--- src/rtl/i2c_cfg_pkg.sv ---
// Package: shared types and constants for the two-wire configuration slave.
// Assumes 8-bit bytes on the bus; register width is fixed to the byte size.
package i2c_cfg_pkg;

    // Fixed upper five bits of the seven-bit device address.
    localparam logic [4:0] DEV_ID_HI = 5'b10110;

    // Byte-level protocol states of the slave engine.
    typedef enum logic [2:0] {
        S_IDLE   = 3'd0,   // bus free, waiting for START
        S_RX     = 3'd1,   // shifting in a byte from the master
        S_ACK    = 3'd2,   // slave holds the line low for the ninth bit
        S_TX     = 3'd3,   // shifting out a register byte
        S_MACK   = 3'd4,   // master acknowledge slot after a read byte
        S_IGNORE = 3'd5    // not addressed or read ended; wait for START/STOP
    } slv_state_t;

    // Meaning of the byte currently being received.
    typedef enum logic [1:0] {
        K_ADDR = 2'd0,     // device address plus direction bit
        K_PTR  = 2'd1,     // register pointer byte
        K_DATA = 2'd2      // register write data
    } rx_kind_t;

endpackage

--- src/rtl/i2c_line_sync.sv ---
// Module: multi-bit synchronizer for asynchronous bus lines.
// Each line passes through STAGES flops (reset to the idle-high level); the
// flop after the last stage holds the previous synchronized value, so an
// edge detector downstream sees a clean current/previous pair.
// Assumes STAGES >= 2 and that line pulses last several system clocks.
module i2c_line_sync #(
    parameter int W      = 2,
    parameter int STAGES = 2
) (
    input  logic         clk,
    input  logic         rst_n,
    input  logic [W-1:0] din,
    output logic [W-1:0] dout,
    output logic [W-1:0] dprev
);

    for (genvar g = 0; g < W; g++) begin : g_line
        logic [STAGES:0] chain;

        // Shift the raw line through the synchronizer chain plus one history flop.
        always_ff @(posedge clk) begin
            if (!rst_n) begin
                chain <= '1;
            end else begin
                chain <= {chain[STAGES-1:0], din[g]};
            end
        end

        assign dout[g]  = chain[STAGES-1];
        assign dprev[g] = chain[STAGES];
    end

endmodule

--- src/rtl/i2c_bus_events.sv ---
// Module: derives one-cycle bus event strobes from synchronized lines.
// Clock edges come from the clock line alone; START and STOP are data-line
// edges seen while the clock line is high in both the current and previous
// samples. Assumes inputs come from a synchronizer (no metastability here).
module i2c_bus_events (
    input  logic scl,
    input  logic sda,
    input  logic scl_prev,
    input  logic sda_prev,
    output logic scl_rise,
    output logic scl_fall,
    output logic bus_start,
    output logic bus_stop
);

    // Decode clock edges and the two bus conditions.
    always_comb begin
        scl_rise  = scl & ~scl_prev;
        scl_fall  = ~scl & scl_prev;
        bus_start = scl & scl_prev & sda_prev & ~sda;
        bus_stop  = scl & scl_prev & ~sda_prev & sda;
    end

endmodule

--- src/rtl/i2c_reg_bank.sv ---
// Module: bank of NREG configuration registers with one write port and one
// combinational read port; the contents are also presented flat.
// Assumes NREG is a power of two so every pointer value selects a register.
module i2c_reg_bank #(
    parameter int NREG = 8,
    parameter int DW   = 8
) (
    input  logic                     clk,
    input  logic                     rst_n,
    input  logic                     wr_en,
    input  logic [$clog2(NREG)-1:0]  wr_addr,
    input  logic [DW-1:0]            wr_data,
    input  logic [$clog2(NREG)-1:0]  rd_addr,
    output logic [DW-1:0]            rd_data,
    output logic [NREG*DW-1:0]       regs_flat
);

    localparam int AW = $clog2(NREG);

    for (genvar g = 0; g < NREG; g++) begin : g_reg
        logic [DW-1:0] q;

        // Hold one register; load it when the write port addresses it.
        always_ff @(posedge clk) begin
            if (!rst_n) begin
                q <= '0;
            end else if (wr_en && (wr_addr == AW'(g))) begin
                q <= wr_data;
            end
        end

        assign regs_flat[g*DW +: DW] = q;
    end

    // Read mux over the flat register image.
    assign rd_data = regs_flat[rd_addr*DW +: DW];

endmodule

--- src/rtl/i2c_slave_fsm.sv ---
// Module: byte-level slave protocol engine.
// Receives address, pointer and data bytes, acknowledges them, commits
// writes on the falling edge that ends the eighth bit, and shifts register
// bytes out for reads. The line enable changes only on a clock falling edge,
// START or STOP. Assumes DW = 8 (address byte layout) and event strobes of
// one system clock from i2c_bus_events.
module i2c_slave_fsm
    import i2c_cfg_pkg::*;
#(
    parameter int DW = 8,
    parameter int AW = 3
) (
    input  logic          clk,
    input  logic          rst_n,
    input  logic          scl_rise,
    input  logic          scl_fall,
    input  logic          sda_in,
    input  logic          bus_start,
    input  logic          bus_stop,
    input  logic [1:0]    addr_sel,
    input  logic [DW-1:0] rd_data,
    output logic          wr_en,
    output logic [AW-1:0] wr_addr,
    output logic [DW-1:0] wr_data,
    output logic [AW-1:0] rd_addr,
    output logic          sda_oe
);

    localparam int CW = $clog2(DW + 1);

    slv_state_t    st;
    rx_kind_t      kind;
    logic [CW-1:0] cnt;
    logic [DW-1:0] sh;
    logic          rw;
    logic          mack;
    logic [AW-1:0] ptr;
    logic          oe;
    logic          byte_full;
    logic          addr_hit;

    // Byte completion and device-address match.
    always_comb begin
        byte_full = (cnt == CW'(DW));
        addr_hit  = (sh[DW-1 -: 7] == {DEV_ID_HI, addr_sel});
    end

    // Write strobe: data byte complete at the falling edge ending bit eight.
    always_comb begin
        wr_en   = (st == S_RX) && (kind == K_DATA) && scl_fall && byte_full
                  && !bus_start && !bus_stop;
        wr_addr = ptr;
        wr_data = sh;
        rd_addr = (st == S_MACK) ? ptr + AW'(1) : ptr;
        sda_oe  = oe;
    end

    // Protocol sequencing, shift register, bit counter, pointer and line enable.
    always_ff @(posedge clk) begin
        if (!rst_n) begin
            st   <= S_IDLE;
            kind <= K_ADDR;
            cnt  <= '0;
            sh   <= '0;
            rw   <= 1'b0;
            mack <= 1'b0;
            ptr  <= '0;
            oe   <= 1'b0;
        end else if (bus_stop) begin
            st <= S_IDLE;
            oe <= 1'b0;
        end else if (bus_start) begin
            st   <= S_RX;
            kind <= K_ADDR;
            cnt  <= '0;
            oe   <= 1'b0;
        end else begin
            case (st)
                S_RX: begin
                    if (scl_rise && !byte_full) begin
                        sh  <= {sh[DW-2:0], sda_in};
                        cnt <= cnt + CW'(1);
                    end else if (scl_fall && byte_full) begin
                        cnt <= '0;
                        case (kind)
                            K_ADDR: begin
                                if (addr_hit) begin
                                    rw <= sh[0];
                                    oe <= 1'b1;
                                    st <= S_ACK;
                                end else begin
                                    st <= S_IGNORE;
                                end
                            end
                            K_PTR: begin
                                ptr <= sh[AW-1:0];
                                oe  <= 1'b1;
                                st  <= S_ACK;
                            end
                            default: begin
                                ptr <= ptr + AW'(1);
                                oe  <= 1'b1;
                                st  <= S_ACK;
                            end
                        endcase
                    end
                end
                S_ACK: begin
                    if (scl_fall) begin
                        if (kind == K_ADDR && rw) begin
                            sh  <= rd_data;
                            oe  <= ~rd_data[DW-1];
                            cnt <= '0;
                            st  <= S_TX;
                        end else begin
                            oe   <= 1'b0;
                            st   <= S_RX;
                            kind <= (kind == K_ADDR) ? K_PTR : K_DATA;
                        end
                    end
                end
                S_TX: begin
                    if (scl_fall) begin
                        if (cnt == CW'(DW - 1)) begin
                            oe <= 1'b0;
                            st <= S_MACK;
                        end else begin
                            sh  <= {sh[DW-2:0], 1'b0};
                            oe  <= ~sh[DW-2];
                            cnt <= cnt + CW'(1);
                        end
                    end
                end
                S_MACK: begin
                    if (scl_rise) begin
                        mack <= ~sda_in;
                    end else if (scl_fall) begin
                        if (mack) begin
                            ptr <= ptr + AW'(1);
                            sh  <= rd_data;
                            oe  <= ~rd_data[DW-1];
                            cnt <= '0;
                            st  <= S_TX;
                        end else begin
                            st <= S_IGNORE;
                        end
                    end
                end
                default: begin
                    oe <= 1'b0;
                end
            endcase
        end
    end

endmodule

--- src/rtl/i2c_cfg_slave.sv ---
// Module: top of the two-wire configuration register slave.
// Synchronizes the bus lines, decodes bus events, runs the byte engine and
// holds the register bank. sda_oe high means the pad pulls the data line low.
// Assumes clk runs at least about eight times faster than the bus clock.
module i2c_cfg_slave #(
    parameter int NREG        = 8,
    parameter int DW          = 8,
    parameter int SYNC_STAGES = 2
) (
    input  logic               clk,
    input  logic               rst_n,
    input  logic               scl_i,
    input  logic               sda_i,
    input  logic [1:0]         addr_sel,
    output logic               sda_oe,
    output logic [NREG*DW-1:0] regs_o
);

    localparam int AW = $clog2(NREG);

    logic          scl_s, sda_s, scl_p, sda_p;
    logic          scl_rise, scl_fall, bus_start, bus_stop;
    logic          wr_en;
    logic [AW-1:0] wr_addr, rd_addr;
    logic [DW-1:0] wr_data, rd_data;

    i2c_line_sync #(
        .W      (2),
        .STAGES (SYNC_STAGES)
    ) u_sync (
        .clk   (clk),
        .rst_n (rst_n),
        .din   ({scl_i, sda_i}),
        .dout  ({scl_s, sda_s}),
        .dprev ({scl_p, sda_p})
    );

    i2c_bus_events u_events (
        .scl       (scl_s),
        .sda       (sda_s),
        .scl_prev  (scl_p),
        .sda_prev  (sda_p),
        .scl_rise  (scl_rise),
        .scl_fall  (scl_fall),
        .bus_start (bus_start),
        .bus_stop  (bus_stop)
    );

    i2c_slave_fsm #(
        .DW (DW),
        .AW (AW)
    ) u_fsm (
        .clk       (clk),
        .rst_n     (rst_n),
        .scl_rise  (scl_rise),
        .scl_fall  (scl_fall),
        .sda_in    (sda_s),
        .bus_start (bus_start),
        .bus_stop  (bus_stop),
        .addr_sel  (addr_sel),
        .rd_data   (rd_data),
        .wr_en     (wr_en),
        .wr_addr   (wr_addr),
        .wr_data   (wr_data),
        .rd_addr   (rd_addr),
        .sda_oe    (sda_oe)
    );

    i2c_reg_bank #(
        .NREG (NREG),
        .DW   (DW)
    ) u_bank (
        .clk       (clk),
        .rst_n     (rst_n),
        .wr_en     (wr_en),
        .wr_addr   (wr_addr),
        .wr_data   (wr_data),
        .rd_addr   (rd_addr),
        .rd_data   (rd_data),
        .regs_flat (regs_o)
    );

endmodule

--- config.mk ---
export PLATFORM = sky130hd
export DESIGN_NAME = i2c_cfg_slave
export DESIGN_NICKNAME = d
export VERILOG_FILES = /design/src/rtl/i2c_cfg_pkg.sv /design/src/rtl/i2c_line_sync.sv /design/src/rtl/i2c_bus_events.sv /design/src/rtl/i2c_reg_bank.sv /design/src/rtl/i2c_slave_fsm.sv /design/src/rtl/i2c_cfg_slave.sv
export SDC_FILE = /design/constraint.sdc
export NUM_CORES = 1
export LEC_CHECK = 0
export BUFFER_PORTS_ARGS = -buffer_cell sky130_fd_sc_hd__buf_2
export CAP_MARGIN = 40
export CORE_AREA = 2 2 88 107
export CTS_CLUSTER_DIAMETER = 150
export DETAILED_ROUTE_END_ITERATION = 8
export DIE_AREA = 0 0 90 109
export GPL_TIMING_DRIVEN = 0
export PLACE_DENSITY = 0.79
export SYNTH_ARGS = -nofsm -noshare
export SYNTH_HDL_FRONTEND = slang
export SYNTH_HIERARCHICAL = 1
export SYNTH_SLANG_ARGS = --single-unit
export TNS_END_PERCENT = 50
--- constraint.sdc ---
create_clock -name clk -period 3.9 [get_ports clk]
set_clock_uncertainty 0.2 [all_clocks]
set_input_delay 0.39 -clock clk [delete_from_list [all_inputs] [get_ports clk]]
set_output_delay 0.39 -clock clk [all_outputs]
set_load 0.03 [all_outputs]
==> results of run 1 <==
## metrics by stage
step / utilization / area [um2] / power [mW] / hold WS [ps]
floorplan: - / 4920 / 1.08 / 186
global placement: 0.613 / 5420 / 1.11 / 200
detailed placement: 0.613 / 5420 / 1.11 / 202
CTS: 0.636 / 5620 / 1.75 / 0.199
global route: 0.637 / 5630 / 1.80 / 5.18
finish: 0.637 / 5630 / 1.74 / 3.46
## layer usage
| layer | track usage | vias to the layer above | share of wire |
|---|---|---|---|
| li1 | - | 1999 | - |
| met4 | 0.129 | 0 | 0.028 |
| met2 | 0.494 | 181 | 0.52 |
| met1 | 0.314 | 2039 | 0.39 |
| met5 | 0 | - | 0 |
| met3 | 0.0504 | 32 | 0.061 |
## worst paths after layout
check | start | endpoint | slack [ps] | cells after the start
worst max-delay path | u_sync/g_line[0].chain[1] | u_bank/g_reg[2].q[0] | 390 | 11
worst min-delay path | sda_i | u_sync/g_line[0].chain[0] | 3 | 2
worst max register to register | u_sync/g_line[0].chain[1] | u_bank/g_reg[2].q[0] | 390 | 11
worst min register to register | u_sync/g_line[0].chain[0] | u_sync/g_line[0].chain[1] | 230 | 1
## Yosys cell counts (all sizes together) (3+ instances only)
| cell type | number |
|---|---|
| buf | 23 |
| nand2b | 9 |
| a311oi | 8 |
| a21boi | 43 |
| dfxtp | 93 |
| nand3 | 3 |
| and4b | 7 |
| nor2 | 11 |
| mux2i | 36 |
| a21oi | 21 |
| mux2 | 8 |
| nand4b | 5 |
| nor4 | 3 |
| nor2b | 28 |
| or3b | 3 |
| a31oi | 8 |
| nor3b | 4 |
| a211oi | 6 |
| o21ai | 4 |
| ha | 3 |
| nor3 | 6 |
| mux4 | 16 |
| nand2 | 94 |
| nor4bb | 3 |
| nand4 | 3 |
| clkbuf | 22 |
| inv | 10 |
## state kept, by name, indices dropped and copies added (netlist names), 2 cells and up
signal and count:
u_bank/g.q 64, u_fsm/wr_data 8, u_sync/g_line.chain 6, u_fsm/cnt 4, u_fsm/st 3, u_fsm/wr_addr 3, u_fsm/kind 2
## report_power, final
group | switching (mW) | leakage, nW | total [mW] | internal (mW)
Sequential | 0.0123 | 0.751 | 0.971 | 0.959
Combinational | 0.0752 | 1.34 | 0.125 | 0.0500
Clock | 0.353 | 0.0950 | 0.646 | 0.293
Total | 0.441 | 2.19 | 1.74 | 1.30
## cells by family after synthesis
| family | count (synthesis) |
|---|---|
| adders and majority gates | 3 |
| AOI/OAI and AO/OA | 105 |
| DFF | 93 |
| xor gates and xnor gates | 4 |
| buffers and inverters | 55 |
| muxes | 60 |
| and+or+nand+nor | 191 |
## worst reg2reg max path, stage by stage (launching register included)
cell	delay (ps)
sky130_fd_sc_hd__dfxtp_1	340
sky130_fd_sc_hd__buf_4	140
sky130_fd_sc_hd__and4b_1	190
sky130_fd_sc_hd__clkbuf_1	190
sky130_fd_sc_hd__nor2_1	380
sky130_fd_sc_hd__nand2_1	130
sky130_fd_sc_hd__nor4b_1	650
sky130_fd_sc_hd__buf_2	310
sky130_fd_sc_hd__nor4bb_1	270
sky130_fd_sc_hd__buf_2	330
sky130_fd_sc_hd__mux2i_1	230
sky130_fd_sc_hd__nor2b_1	60
## layout make-up
cell class,instances,share of cell area
Multi-Input combinational cell,363,0.496
Buffer,45,0.0427
Clock inverter,6,0.0116
Inverter,10,0.00667
Tap cell,120,0.0267
Sequential cell,93,0.331
Clock buffer,9,0.0220
Timing Repair Buffer,71,0.0640
## layout by cell type, fill, tap and decap left out, types with 16 or more instances in the layout
| cell type | instances |
|---|---|
| sky130_fd_sc_hd__buf_2 | 82 |
| sky130_fd_sc_hd__mux4_1 | 16 |
| sky130_fd_sc_hd__mux2i_1 | 36 |
| sky130_fd_sc_hd__a21oi_1 | 19 |
| sky130_fd_sc_hd__a21boi_0 | 42 |
| sky130_fd_sc_hd__dfxtp_1 | 93 |
| sky130_fd_sc_hd__nand2_1 | 94 |
| sky130_fd_sc_hd__clkbuf_1 | 22 |
| sky130_fd_sc_hd__nor2b_1 | 28 |
## what timing repair did
| action | CTS | global route |
|---|---|---|
| setup buffers | 0 | 0 |
| hold endpoints to repair | 1 | 0 |
| endpoints found under the setup margin | 0 | 7 |
| gates resized for setup | 0 | 1 |
| hold buffers | 1 | 0 |
==> impl.org, run 1 <==
** Logic synthesis
- Count of yosys warnings during synthesis :: 6
- The cell area that synthesis handed to floorplanning was ~0.0049 mm2.
- Number of enable-type register cells in the synthesized netlist :: 0
- The share of the Yosys chip area taken by registers is 0.378.
- After synthesis the netlist holds a flip-flop and latch count of 93.
- The portion of synthesized area spent on multiplexers is 0.177.
- Area fraction in compound gates after synthesis :: 0.163
- Number of standard cells after synthesis :: approximately 500
- The largest total area in the synthesized netlist belongs to sky130_fd_sc_hd__dfxtp_1.
- By area the synthesized netlist is led by sky130_fd_sc_hd__dfxtp_1 38%, sky130_fd_sc_hd__mux4_1 8.5%, sky130_fd_sc_hd__mux2i_1 7.3%, sky130_fd_sc_hd__nand2_1 7.2%, sky130_fd_sc_hd__a21boi_0 6.4%.
- Share of synthesized cell area in full adder, half adder and majority cells :: 0.00763
- For this run, the leading register cell type out of synthesis is sky130_fd_sc_hd__dfxtp_1.
- Top cell type's share of synthesized area :: 0.378
- Of the total synthesized cell area, the portion taken by AND, OR, NAND and NOR gates is 0.211.
- Of the total synthesized cell area, the portion taken by XOR and XNOR cells is 0.00712.
- After synthesis, the share of flip-flops with an asynchronous set or reset is 0.
- The netlist uses 64 different library cells.
- Mean instance size in the synthesized netlist :: slightly below 10 um2
- The number of nets in the synthesized netlist is 520.
- After synthesis, the largest family of logic cells by area is simple AND/OR/NAND/NOR gates.

** STA
- Measured against its own limit, the worst slew margin works out to 0.504.
- The hold violation total from the final report came to 0.
- Static timing analysis puts the maximum clock frequency at approximately 280 MHz.
- Min Tclk post-route :: roughly 3500 ps
- For the pin with the worst max-slew slack, the measured transition is 738 ps.
- In the finished design, the share of the clock period the worst path needs comes to 0.900.
- Setup repair after global routing left no endpoint under its margin.
- Summed over all failing endpoints, the final setup total negative slack is 0 ps.
- Setup slack closes at 388 ps.
- Setup violations remaining at the end of the flow were counted as 0.
- The number of pins with negative max-slew slack in the final report was 0.

** Clock network
- Max Buffers Root-to-Sink :: 2
- TritonCTS built the clock tree.
- In this run the number of H-tree levels came out at 3.
- Total CTS buffers :: 9
- CTS Root Cell :: sky130_fd_sc_hd__clkbuf_8
- Clk sink count :: just over 90
- CTS clock-pin slew for the worst setup and hold paths :: approximately 90 ps
- At the later pin of the worst-skew pair, clock insertion delay measures around 370 ps.

** Routing
- Routed vias/inst :: 5.93
- 1st-iter DRT viols :: 290
- Dividing the detail-routed wire length by the instance count gives 18.5 um.
- The detailed router placed around 4300 vias in this run.
- In the routed design, unresolved DRC markers number 0.
- Length of the first detailed-routing pass in iterations :: 5
- In this run the remaining antenna-violating nets after routing total 0.
- Aggregate routed wire length :: 13.3 mm

** Global route
- The number of antenna violations at the first check in global routing is 0.
- Vias in the first global route :: ~4200
- The first global-routing pass estimated between 20 and 25 mm of wire.
- For this run, the total global-route usage over all layers was measured as 0.273.
- Summed over all layers, the global routing overflow is 0.
- Largest net degree at the start of global routing :: 16

** Placed design
- Post-Place Cells :: around 700
- Placement-stage worst setup slack :: about 370 ps
- During placement, the flow inserted port buffers numbering 70.
- Final weighted congestion of routability-driven global placement :: ~0.94
- HPWL after detailed placement :: around 9.5 mm

** Layout
- Layout fillers :: roughly 800
- In the final layout, the share of cells above drive strength 1 is 0.223.
- Flip-flop and latch area :: about 0.0019 mm2
- Final instance count without filler cells :: a little over 700
- In the final layout, the multi-input gates occupy about 0.0028 mm2.
- Layout area overhead :: 14.4%
- The repair_antennas step left the layout with diodes totalling 0.
- Net count of the finished layout :: approximately 600

** Setup path
- Slowest cell on the critical path :: sky130_fd_sc_hd__nor4b_1
- Data arrival, critical path :: about 3600 ps
- Walking the worst path, the cells encountered are buf_4, and4b_1, clkbuf_1, nor2_1, nand2_1, nor4b_1, buf_2, nor4bb_1, buf_2, mux2i_1, nor2b_1.
- Along the worst path, the maximum fanout reaches 10.
- Combined buffer and inverter count along the critical path :: 4
- Cell class contributing the biggest share of worst-path delay :: simple AND/OR/NAND/NOR gates
- CP startpoint kind :: flip-flop
- Required time reported for the critical path endpoint :: about 4000 ps
- Cell repeated most along the worst path :: sky130_fd_sc_hd__buf_2
- On the worst path, the slowest cell contributes a delay of ~650 ps.
- Path type of the worst setup path :: reg2reg
- STA classifies the critical path endpoint as a flip-flop.

** Floorplan
- Boundary Pins :: around 70
- Core Region :: roughly 0.0088 mm2
- Number of standard-cell rows in the floorplan :: 38
- Initial standard-cell utilization of the core :: 0.556
- Die extent in x :: ~90 um
- Area of the die :: a little under 0.01 mm2
- The floorplan step set the die height to about 110 um.

** Run status
- The flow ran to the end, and the final reports show no timing, DRC or antenna violations.

** Hold path
- The min-delay analysis places its worst path in the category in2reg.

** Power and ir drop
- The analysis attributes to cell leakage a power of 2.19 nW.
- Total power density per cell area :: around 310 mW/mm2
- Max VDD drop :: around 0.00023 V

** Flow run
- Number of maximum-capacitance constraint violations :: 0
(Power assumes the default switching activity.)
==> run 2, diff against run 1 <==
--- a/config.mk
+++ b/config.mk
@@ -7,12 +7,14 @@
 export LEC_CHECK = 0
 export BUFFER_PORTS_ARGS = -buffer_cell sky130_fd_sc_hd__buf_2
 export CAP_MARGIN = 40
-export CORE_AREA = 2 2 88 107
+export CELL_PAD_IN_SITES_DETAIL_PLACEMENT = 0
+export CELL_PAD_IN_SITES_GLOBAL_PLACEMENT = 2
+export CORE_AREA = 2 2 110 134
 export CTS_CLUSTER_DIAMETER = 150
 export DETAILED_ROUTE_END_ITERATION = 8
-export DIE_AREA = 0 0 90 109
+export DIE_AREA = 0 0 112 136
 export GPL_TIMING_DRIVEN = 0
-export PLACE_DENSITY = 0.79
+export PLACE_DENSITY = 0.8
 export SYNTH_ARGS = -nofsm -noshare
 export SYNTH_HDL_FRONTEND = slang
 export SYNTH_HIERARCHICAL = 1
==> run 2 against run 1 <==
Compared with the run above: die area increased by 55%; core utilization fell by 22 points; clock power is 42% higher; critical path depth down 1; critical endpoint is now u_bank/g_reg[2].q[2]; largest power group unchanged.
==> impl.org, run 2 (synthesized netlist as in run 1, its figures left out) <==
** Hold path
- The classification of the worst-slack hold path is in2reg (unchanged).
- Hold path start :: scl_i (was sda_i)
- Worst-case hold path end point :: u_sync/g_line[1].chain[0] (was u_sync/g_line[0].chain[0])
- Number of instances on the worst hold path :: 2 (unchanged)

** STA
- Highest attainable clock frequency :: 284 MHz (was 285 MHz)
- The minimum clock period is 3520 ps (was 3510 ps).
- Final count of hold timing violations :: 0 (unchanged)
- The post-route setup TNS was 0 ps (unchanged).
- Worst-margin pin slew :: 705 ps (was 738 ps)
- The number of pins with negative max-slew slack in the final report is 0 (unchanged).
- Fraction of the cycle the final worst path needs :: 0.901 (was 0.900)
- The number of setup violations in the final report came to 0 (unchanged).
- The worst-case headroom to the max-slew limit was 0.526 (was 0.504).
- Unrepaired setup endpoints after global routing: false (unchanged).

** Routing
- Vias post-DR :: 4117 (was 4251)
- The detailed-route DRC error count came to 0 (unchanged).
- The first-iteration detailed-routing DRC count is 247 (was 290).
- The vias per cell came to 5.33 (was 5.93).
- Aggregate routed wire length :: 14.8 mm (was 13.3 mm)
- The number of antenna-violating nets in the routed design was 0 (unchanged).
- Routed wire length per instance :: 19.2 um (was 18.5 um)
- The detailed-router iteration count before antenna repair is 4 (was 5).

** Setup path
- The launching point of the worst reg2reg path was u_sync/g_line[1].chain[2] (was u_sync/g_line[0].chain[1]).
- The kind of capture point of the worst setup path is a flip-flop (unchanged).
- The minimum setup slack among reg-to-reg paths came to 380 ps (was 390 ps).
- The critical path required time is 3950 ps (was 3970 ps).
- CP startpoint kind :: flip-flop (unchanged)
- The beginning of the critical path is u_sync/g_line[1].chain[2] (was u_sync/g_line[0].chain[1]).
- Critical R2R Capture :: u_bank/g_reg[2].q[2] (was u_bank/g_reg[2].q[0])
- The endpoint arrival time on the critical path was 3570 ps (was 3580 ps).
- The worst setup path category was reg2reg (unchanged).
- Worst Path Max Fanout :: 10 (unchanged)
- Reg2reg path depth :: 10 (was 11)

** Power and ir drop
- Leakage :: 2.24 nW (was 2.19 nW)
- Total power density per cell area :: 347 mW/mm2 (was 310 mW/mm2)
- Tot Pwr :: 2.01 mW (was 1.74 mW)
- The worst supply voltage drop on vdd was 0.000202 V (was 0.000225 V).

** Layout
- Net count of the finished layout :: 602 (unchanged)
- The total area of multi-input combinational cells was 0.00278 mm2 (was 0.00279 mm2).
- Register with the highest flop count :: u_bank/g.q (unchanged)
- Number of flip-flops under the largest register name :: 64 (unchanged)
- The most frequent standard cell in the layout excluding fill and tap cells was sky130_fd_sc_hd__nand2_1 (unchanged).
- Highest-count cells in the layout ignoring fill and taps: 94 x sky130_fd_sc_hd__nand2_1, 93 x sky130_fd_sc_hd__dfxtp_1, 82 x sky130_fd_sc_hd__buf_2 (unchanged).
- Utilization of the core after routing :: 0.413 (was 0.637)
- Layout cell share with drive strength beyond 1 :: 0.226 (was 0.223)
- Layout fillers :: 1435 (was 778)
- Flip-flop and latch area :: 0.00186 mm2 (unchanged)
- Antenna diode instance count :: 0 (unchanged)
- The area added between synthesis and finish is 17.9% (was 14.4%).

** Placed design
- The detailed placer's ending HPWL is 10.6 mm (was 9.50 mm).
- The count of input and output buffers came to 70 (unchanged).
- The final RePlAce weighted congestion is 0.897 (was 0.945).

** Clock network
- The setup fix buffers added after clock tree synthesis was 0 (unchanged).
- Total number of H-tree levels :: 3 (unchanged)
- CTS Root Cell :: sky130_fd_sc_hd__clkbuf_16 (was sky130_fd_sc_hd__clkbuf_8)
- The clock latency at the later pin of the worst-skew pair was 360 ps (was 370 ps).
- The clock buffer count from CTS came to 9 (unchanged).
- The count of clock tree sinks was 93 (unchanged).
- The number of instances resized during post-cts repair came to 0 (unchanged).
- The clock tree from TritonCTS was done (unchanged).
- The hold buffer count at cts came to 0 (was 1).
- The clock-pin slew of the registers on the worst-case setup and hold paths is 70 ps (was 90 ps).
- The number of buffers on the longest clock path is 2 (unchanged).

** Floorplan
- The row count is 48 (was 38).
- Boundary Pins :: 71 (unchanged)
- Die extent in x :: 112 um (was 90 um)
- The vertical die dimension came to 136 um (was 109 um).
- The die area was 0.0152 mm2 (was 0.00981 mm2).
- The starting density of the core was 0.350 (was 0.556).
- The placeable core region came to 0.0141 mm2 (was 0.00884 mm2).

** Global route
- The global-route wire length before repair came to 23.1 mm (was 21.1 mm).
- The overflow left after global routing is 0 (unchanged).
- The global-route usage over all layers was 0.199 (was 0.273).
- The number of global-route vias before repair was 4033 (was 4150).
- Largest net degree at the start of global routing :: 18 (was 16)
- Antenna violations before repair :: 0 (unchanged)

** Run status
- Status :: finished, final reports clean (unchanged)

** Flow run
- Number of maximum-capacitance constraint violations :: 0 (unchanged)
-- run 2: cell count changes in the layout (fill, tap and decap cells not counted), sizes merged --
cell,delta
clkinv,-3
buf,+1
dlygate4sd3,-1
inv,+4
-- run 2: how the worst max path moves through the flow --
stage,endpoint,slack (ps),cells past startpoint
2_1_floorplan,u_fsm/sda_oe,920,10
3_3_place_gp,u_bank/g_reg[0].q[1],200,9
3_5_place_dp,u_bank/g_reg[2].q[1],430,10
4_1_cts,u_bank/g_reg[2].q[1],410,10
5_1_grt,u_bank/g_reg[2].q[2],90,10
6_report,u_bank/g_reg[2].q[2],380,10
-- run 2: area by class of cell --
| cell class | instances | share of cell area |
|---|---|---|
| multi-input combinational | 363 | 0.480 |
| sequential | 93 | 0.321 |
| timing repair buffer | 71 | 0.0617 |
| buffer | 45 | 0.0414 |
| clock buffer | 9 | 0.0388 |
| tap | 175 | 0.0377 |
| clock inverter | 7 | 0.0134 |
| inverter | 10 | 0.00647 |
-- run 2: critical path, stage by stage (launching register included) --
cell and delay, ps:
sky130_fd_sc_hd__dfxtp_1 310, sky130_fd_sc_hd__buf_4 110, sky130_fd_sc_hd__nor2b_1 510, sky130_fd_sc_hd__and4b_1 370, sky130_fd_sc_hd__nand2_1 100, sky130_fd_sc_hd__nor4b_1 590, sky130_fd_sc_hd__buf_2 300, sky130_fd_sc_hd__nor4bb_1 280
sky130_fd_sc_hd__buf_2 340, sky130_fd_sc_hd__mux2i_1 240, sky130_fd_sc_hd__nor2b_1 60
-- run 2: layer usage --
layer | routed length, um | global-route usage
met1 | 6180 | 0.235
met2 | 7540 | 0.351
met3 | 622 | 0.0406
met4 | 482 | 0.0867
met5 | 0 | 0
-- run 2: power by group --
part | total [mW] | leakage, nW | internal [mW] | switching, mW
registers | 0.971 | 0.751 | 0.959 | 0.0118
logic | 0.127 | 1.34 | 0.0494 | 0.0778
clock network | 0.916 | 0.147 | 0.505 | 0.410
total | 2.01 | 2.24 | 1.51 | 0.500
-- run 2: stage by stage --
step	hold WS [ps]	std cells	setup WS [ps]	area, um2
after global routing	16.3	773	92.0	5800
final	17.7	773	384	5800
after global placement	193	756	196	5490
after CTS	12.2	773	411	5800
after detailed placement	197	757	425	5500
after floorplan	186	511	924	4920
